`src/rtl/csd_pkg.sv`:
```
package csd_pkg;
  localparam int NUM_AREAS  = 5;
  localparam int ADDR_W     = 32;
  localparam int TAG_W      = 16;
  localparam int BYTE_LANES = 2;
  localparam int IDX_W      = $clog2(NUM_AREAS + 1) + ((NUM_AREAS + 1) == (1 << $clog2(NUM_AREAS + 1)) ? 1 : 0);
  localparam int CS_W       = NUM_AREAS + 1;

  typedef struct packed {
    logic [NUM_AREAS-1:0]  tagWe;
    logic [NUM_AREAS-1:0]  maskWe;
    logic                  busOn;
    logic                  rdOn;
    logic [BYTE_LANES-1:0] wrOn;
  } ctrlStrobes_t;
endpackage

```
`src/rtl/csd_ctrl.sv`:
```
module csd_ctrl
  import csd_pkg::*;
(
  input  logic                  cfgWrEn,
  input  logic [IDX_W-1:0]      cfgIdx,
  input  logic                  cfgIsMask,
  input  logic                  busValid,
  input  logic                  busRead,
  input  logic [BYTE_LANES-1:0] busWrLane,
  output ctrlStrobes_t          strb
);
  always_comb begin
    strb = '0;
    for (int k = 0; k < NUM_AREAS; k++) begin
      if (cfgWrEn && (cfgIdx == IDX_W'(k + 1))) begin
        strb.tagWe[k]  = !cfgIsMask;
        strb.maskWe[k] = cfgIsMask;
      end
    end
    strb.busOn = busValid;
    strb.rdOn  = busValid && busRead;
    strb.wrOn  = (busValid && !busRead) ? busWrLane : '0;
  end
endmodule

```
`src/rtl/csd_datapath.sv`:
```
module csd_datapath
  import csd_pkg::*;
(
  input  logic                            clk,
  input  logic                            rstN,
  input  ctrlStrobes_t                    strb,
  input  logic [TAG_W-1:0]                cfgData,
  input  logic [ADDR_W-1:0]               busAddr,
  output logic [CS_W-1:0]                 csN,
  output logic                            rdN,
  output logic [BYTE_LANES-1:0]           wrN,
  output logic [NUM_AREAS-1:0][TAG_W-1:0] tagQ,
  output logic [NUM_AREAS-1:0][TAG_W-1:0] maskQ
);
  logic [TAG_W-1:0]     addrTag;
  logic [NUM_AREAS-1:0] hit;
  logic [NUM_AREAS-1:0] grant;
  logic                 noHit;

  assign addrTag = busAddr[ADDR_W-1 -: TAG_W];

  for (genvar k = 0; k < NUM_AREAS; k++) begin : g_area
    always_ff @(posedge clk or negedge rstN) begin
      if (!rstN) begin
        tagQ[k]  <= TAG_W'(k + 1);
        maskQ[k] <= '0;
      end else begin
        if (strb.tagWe[k])  tagQ[k]  <= cfgData;
        if (strb.maskWe[k]) maskQ[k] <= cfgData;
      end
    end
    assign hit[k] = (((addrTag ^ tagQ[k]) & ~maskQ[k]) == '0);
  end

  always_comb begin
    logic seen;
    seen  = 1'b0;
    grant = '0;
    for (int k = 0; k < NUM_AREAS; k++) begin
      grant[k] = hit[k] && !seen;
      seen     = seen || hit[k];
    end
    noHit = !seen;
  end

  assign csN = strb.busOn ? ~{grant, noHit} : '1;
  assign rdN = !strb.rdOn;
  assign wrN = ~strb.wrOn;
endmodule

```
`src/rtl/cs_decoder.sv`:
```
module cs_decoder
  import csd_pkg::*;
(
  input  logic                  clk,
  input  logic                  rstN,
  input  logic                  cfgWrEn,
  input  logic [IDX_W-1:0]      cfgIdx,
  input  logic                  cfgIsMask,
  input  logic [TAG_W-1:0]      cfgData,
  input  logic                  busValid,
  input  logic [ADDR_W-1:0]     busAddr,
  input  logic                  busRead,
  input  logic [BYTE_LANES-1:0] busWrLane,
  output logic [CS_W-1:0]       csN,
  output logic                  rdN,
  output logic [BYTE_LANES-1:0] wrN
);
  ctrlStrobes_t                    strb;
  logic [NUM_AREAS-1:0][TAG_W-1:0] tagRegs;
  logic [NUM_AREAS-1:0][TAG_W-1:0] maskRegs;

  csd_ctrl u_ctrl (
    .cfgWrEn   (cfgWrEn),
    .cfgIdx    (cfgIdx),
    .cfgIsMask (cfgIsMask),
    .busValid  (busValid),
    .busRead   (busRead),
    .busWrLane (busWrLane),
    .strb      (strb)
  );

  csd_datapath u_dp (
    .clk     (clk),
    .rstN    (rstN),
    .strb    (strb),
    .cfgData (cfgData),
    .busAddr (busAddr),
    .csN     (csN),
    .rdN     (rdN),
    .wrN     (wrN),
    .tagQ    (tagRegs),
    .maskQ   (maskRegs)
  );
endmodule

```
`config.mk`:
```
export PLATFORM = sky130hd
export DESIGN_NAME = cs_decoder
export DESIGN_NICKNAME = d
export VERILOG_FILES = /design/src/rtl/csd_pkg.sv /design/src/rtl/csd_ctrl.sv /design/src/rtl/csd_datapath.sv /design/src/rtl/cs_decoder.sv
export SDC_FILE = /design/constraint.sdc
export NUM_CORES = 1
export LEC_CHECK = 0
export BUFFER_PORTS_ARGS = -buffer_cell sky130_fd_sc_hd__buf_4
export CAP_MARGIN = 20
export CORE_MARGIN = 2
export CORE_UTILIZATION = 44
export DETAILED_ROUTE_END_ITERATION = 10
export MAX_ROUTING_LAYER = met4
export PLACE_DENSITY_LB_ADDON = 0.05
export SLEW_MARGIN = 25
export SYNTH_ARGS = -nofsm -noshare
export SYNTH_HDL_FRONTEND = slang
export SYNTH_SLANG_ARGS = --single-unit
```
`constraint.sdc`:
```
create_clock -name clk -period 2.93 [get_ports clk]
set_clock_uncertainty 0.15 [all_clocks]
set_input_delay 0.4395 -clock clk [delete_from_list [all_inputs] [get_ports clk]]
set_output_delay 0.4395 -clock clk [all_outputs]
set_load 0.1 [all_outputs]
```
**After elaboration in Yosys (flattened, before gate mapping)**

Index checks and enable logic that the tools add are counted.

- Register bits after elaboration: 160
- Input bits: 59

- Equal/unequal tests: 5
- Muxes and demuxes: 12
- Bitwise gates (word level): 17
- Reduce and logical (&&, ||, !) cells: 28

Operators by type and width:

| cell | count |
|---|---|
| $and 16x16->16 | 5 |
| $logic_not 16->1 | 5 |
| $not 16->16 | 5 |
| $xor 16x16->16 | 5 |
| $logic_and 1x1->1 | 11 |
| $mux 1 | 10 |
| $logic_not 1->1 | 8 |
| $eq 3x2->1 const B | 2 |
| $eq 3x3->1 const B | 2 |
| $mux 6 | 1 |
| $not 6->6 | 1 |
| $logic_or 1x1->1 | 4 |
| $eq 3x1->1 const B | 1 |
| $mux 2 | 1 |
| $not 2->2 | 1 |

**Logic depth before layout (Yosys ltp)**

- Depth in word-level cells: 10
- Mapped depth: 7
- Depth with buffers taken out: 6

**By module**

Synthesis repeated with hierarchy kept, for this count alone.

- Cells, all modules: 522
- Area, all modules: 7253.2 µm²

By module, submodules not included:

| module | instances | cells each | area an instance (µm²) | seq. area each (µm²) |
|---|---|---|---|---|
| csd_datapath | 1 | 501 | 7135.6 | 4012.6 |
| csd_ctrl | 1 | 21 | 117.6 | 0.0 |

**Least setup slack after synthesis**

No wires, ideal clock.

- Path kind: in2out
- Start: input port busAddr[26]
- End: output port csN[0]
- Arrival: 2.153 ns
- Data required time: 2.341 ns
- Setup slack: 0.188 ns
- Stages: 7
- Buffers on the path: 1
- Cell sequence: buf_4 xnor2_1 o22ai_1 nor4_1 a21boi_2 nand3_2 nand3b_1

- Longest elaborated chain between the ends: 10

RTL lines:

| element | RTL line | source |
|---|---|---|
| from (decl) | cs_decoder.sv:11 | `input logic [ADDR_W-1:0] busAddr,` |
| $xor 16x16->16 | csd_datapath.sv:32 | `assign hit[k] = (((addrTag ^ tagQ[k]) & ~maskQ[k]) == '0);` |
| $and 16x16->16 | csd_datapath.sv:32 |  |
| $logic_not 16->1 | csd_datapath.sv:32 |  |
| $logic_or 1x1->1 (3 in a row) | csd_datapath.sv:41 | `seen = seen \|\| hit[k];` |
| $logic_or 1x1->1 (*) | csd_datapath.sv:41 |  |
| $logic_not 1->1 (*) | csd_datapath.sv:43 | `noHit = !seen;` |
| $not 6->6 (*) | csd_datapath.sv:46 | `assign csN = strb.busOn ? ~{grant, noHit} : '1;` |
| $mux 6 (*) | csd_datapath.sv:46 |  |
| to (decl) | cs_decoder.sv:14 | `output logic [CS_W-1:0] csN,` |

Every way passes the cells marked *; elsewhere a longest branch is shown, timed or not.

**Final worst setup path**

- Start: register u_dp.tagQ[4] (netlist name)
- End: output port csN[5]

- Longest elaborated chain between the ends: 10

RTL lines:

| element | RTL line | source |
|---|---|---|
| from (decl) | csd_datapath.sv:12 | `output logic [NUM_AREAS-1:0][TAG_W-1:0] tagQ,` |
| from (signal, indexed assignment) | csd_datapath.sv:25 | `tagQ[k] <= TAG_W'(k + 1);` |
| from (signal, indexed assignment) | csd_datapath.sv:28 | `if (strb.tagWe[k]) tagQ[k] <= cfgData;` |
| $xor 16x16->16 | csd_datapath.sv:32 |  |
| $and 16x16->16 | csd_datapath.sv:32 |  |
| $logic_not 16->1 | csd_datapath.sv:32 |  |
| $logic_or 1x1->1 (3 in a row) | csd_datapath.sv:41 |  |
| $logic_not 1->1 | csd_datapath.sv:40 | `grant[k] = hit[k] && !seen;` |
| $logic_and 1x1->1 | csd_datapath.sv:40 |  |
| $not 6->6 | csd_datapath.sv:46 |  |
| $mux 6 | csd_datapath.sv:46 |  |

No other way between the ends.

==> qor.json <==
{
  "outcome": {"value": "finished, violations left"},
  "failed_checks": {"value": "negative setup slack"},
  "post_drt_wl_per_cell": {"value": 20.8, "unit": "µm"},
  "number_of_input_and_output_port_buffers_inserted": {"value": 51},
  "layout_worst_path_cycle_share": {"value": 1.01},
  "drt_pre_antenna_iters": {"value": 4},
  "tritoncts_clock_tree": {"value": "built"},
  "synth_async_sr_flop_share": {"value": 1.00},
  "ant_diodes": {"value": 0},
  "grt_util_all_layers": {"value": 0.208},
  "final.min_clock_period": {"value": 2950, "unit": "ps"},
  "critical_path_cell_list": {"value": "xnor2_1 -> o22ai_2 -> nor4_2 -> buf_4 -> a21boi_4 -> nand3_2 -> or3b_4 -> buf_12"},
  "first_global_vias": {"value": 4528},
  "setup-violations-final": {"value": 1},
  "min_path_type": {"value": "in2reg"},
  "count_of_boundary_i_o_pins": {"value": 68},
  "worst_reg2reg_path_startpoint": {"value": "u_dp.tagQ[58]"},
  "finish.net_count": {"value": 631},
  "synth.most_common_cell": {"value": "mux2_2"},
  "worst_slack": {"value": -17.2, "unit": "ps"},
  "critPathMaxStageDelay": {"value": 400, "unit": "ps"},
  "yosys.area.top_type": {"value": "dfrtp_1"},
  "layout-drive-gt1-share": {"value": 0.485},
  "start_util": {"value": 0.446},
  "primary_flip_flop_cell_chosen_by_synthesis_mapping": {"value": "dfrtp_1"},
  "min-delay-start": {"value": "cfgData[7]"},
  "detail-route-antenna-nets": {"value": 0},
  "rsz0062_at_grt": {"value": "true"},
  "netlist_top_cells_count": {"value": "mux2_2 (157), dfrtp_1 (153), xnor2_1 (80)"},
  "maxCapViolCount": {"value": 0},
  "cp.buffers_inverters": {"value": 2},
  "clk_pin_slew_worst_paths": {"value": 60, "unit": "ps"},
  "yosys.area_share.xor_xnor": {"value": 0.0958},
  "global_route_wire_length_before_repair": {"value": 26500, "unit": "µm"},
  "combinational_family_with_the_most_area_after_synthesis": {"value": "multiplexers"},
  "final-max-slew-violation-count": {"value": 0},
  "postSynthCellCount": {"value": 529},
  "dpl-instance-area": {"value": 7860, "unit": "µm²"},
  "cts.sink_count": {"value": 160},
  "max-slew-margin-rel": {"value": 0.554},
  "synth-compound-area-share": {"value": 0.0357},
  "hpwlAfterDp": {"value": 11300, "unit": "µm"},
  "synth_simple_gate_area_share": {"value": 0.0369},
  "postCtsSetupRepairBufs": {"value": 0},
  "gr-total-overflow": {"value": 0},
  "pre_cts_ws": {"value": 31.8, "unit": "ps"},
  "hold_violations": {"value": 0},
  "timing.critical_path.max_delay_family": {"value": "simple AND/OR/NAND/NOR gates"},
  "cts.htree.levels": {"value": 4},
  "yosys.area.top_type_share": {"value": 0.523},
  "routabilityCongestion": {"value": 0.787},
  "vdd_drop_max": {"value": 0.425, "unit": "mV"},
  "postSynthNetCount": {"value": 588},
  "finalSetupTns": {"value": -17.2, "unit": "ps"},
  "ys_top_cells_by_area": {"value": "dfrtp_1 (52%), mux2_2 (24%), xnor2_1 (9.6%)"},
  "worst_hold_slack": {"value": 189, "unit": "ps"},
  "grt_antenna_before_repair": {"value": 0},
  "post_synth.cell_area_avg": {"value": 13.8, "unit": "µm²"},
  "synth-seq-area-share": {"value": 0.548},
  "max_freq": {"value": 339, "unit": "MHz"},
  "cp-startpoint": {"value": "u_dp.tagQ[4]"},
  "powerDensity": {"value": 781, "unit": "nW/µm²"},
  "fp-row-count": {"value": 47},
  "synth.lib_cells_used.distinct": {"value": 27},
  "cp.required": {"value": 2340, "unit": "ps"},
  "tritoncts.num_buffers": {"value": 17},
  "yosysWarningCount": {"value": 0},
  "totalWireLength": {"value": 16700, "unit": "µm"},
  "post_synth_mux_area_share": {"value": 0.246},
  "grt_start_max_net_pins": {"value": 62},
  "mappedNetlistArea": {"value": 7320, "unit": "µm²"},
  "drc_errors": {"value": 0},
  "synthToLayoutAreaGrowth": {"value": 17.3, "unit": "%"},
  "crit_fanout": {"value": 3},
  "cts.path.max_buffers": {"value": 2},
  "die_height": {"value": 133, "unit": "µm"},
  "insertion_delay": {"value": 420, "unit": "ps"},
  "critPathLaunchType": {"value": "flip-flop"},
  "endpoint_kind": {"value": "primary output"},
  "postSynthRegisterBits": {"value": 160},
  "die_area": {"value": 17700, "unit": "µm²"},
  "timing.setup.critical_path_class": {"value": "reg2out"},
  "final_cell_area": {"value": 8580, "unit": "µm²"},
  "fp.dieW": {"value": 133, "unit": "µm"},
  "leakage": {"value": 3.56, "unit": "nW"},
  "dr.first_iter.drc_count": {"value": 196},
  "coreArea": {"value": 16400, "unit": "µm²"},
  "vias_per_cell": {"value": 5.29},
  "placedCellCount": {"value": 773},
  "cpMaxStageDelayCell": {"value": "or3b_4"},
  "critical_path_arrival": {"value": 2360, "unit": "ps"},
  "layout.cells.non_filler": {"value": 805},
  "synthAdderAreaFrac": {"value": 0},
  "dr_total_vias": {"value": 4262},
  "cts_root_buffer": {"value": "clkbuf_16"},
  "synth_edf_count": {"value": 0},
  "actual_transition_at_the_worst_max_transition_pin": {"value": 665, "unit": "ps"}
}
report_power, final:
group | total, W | internal, W | leakage (nW) | switching, W
combinational | 0.00136 | 0.000765 | 1.31 | 0.000597
clock | 0.00229 | 0.00142 | 0.298 | 0.000869
sequential | 0.00305 | 0.00274 | 1.95 | 0.000305
layout make-up:
type / count / area [µm²]
clock inverters: 10 / 133
clock buffers: 22 / 484
fillers: 1426 / 7830
flip-flops and latches: 160 / 4010
repair buffers: 68 / 562
well taps: 220 / 275
multi-input cells: 325 / 3120
final timing paths:
check	to	slack (ps)	cells past startpoint
worst max-delay path	csN[5]	-20	8
worst min-delay path	u_dp.maskQ[55]	190	2
worst max register to register	u_dp.tagQ[58]	1980	1
worst min register to register	u_dp.maskQ[60]	340	1
max in group asynchronous	u_dp.tagQ[17]	1450	3
min in group asynchronous	u_dp.tagQ[31]	370	2
per-stage QoR:
| step | utilization | power, W |
|---|---|---|
| 6_report | 0.523 | 0.00670 |
| 5_1_grt | 0.523 | 0.00704 |
| 4_1_cts | 0.520 | 0.00674 |
| 3_5_place_dp | 0.479 | 0.00439 |
| 3_3_place_gp | 0.479 | 0.00433 |
| 2_1_floorplan | - | 0.00398 |
logic make-up after synthesis:
group | count (synthesis)
compound gates | 41
xor+xnor | 80
buf+inv | 44
flops | 160
mux | 160
simple gates | 44
registers in the layout, indices dropped and copies added, names as in the netlist:
register / cells
u_dp.maskQ: 80
u_dp.tagQ: 80
cell usage in the layout (no fill, tap or decap), types with 3 or more instances in the layout:
cell type,n
buf_12,3
buf_4,61
buf_6,3
bufinv_16,3
clkbuf_16,17
clkbuf_8,4
clkinv_2,4
clkinvlp_4,3
dfrtp_1,153
dfstp_2,7
mux2_1,3
mux2_2,157
nand2_1,10
nand2b_1,3
nand3_1,4
nor2_2,5
nor4_1,4
nor4_2,5
o22ai_1,36
o22ai_2,4
xnor2_1,80
what timing repair did:
action                     CTS  global route
hold endpoints to repair    46             0
hold buffers                 1             0
cloned                       0             0
setup endpoints to repair    4             5
gates resized for setup      8            10
pin swaps                    0             5
per-layer routing:
| layer | share of wire | track usage | up-vias |
|---|---|---|---|
| li1 | - | - | 1952 |
| met1 | 0.50 | 0.302 | 2236 |
| met2 | 0.46 | 0.302 | 60 |
| met3 | 0.028 | 0.0364 | 14 |
| met4 | 0.012 | 0.0591 | 0 |
| met5 | 0 | - | - |
Note: power is estimated with default switching activity, not from simulation.
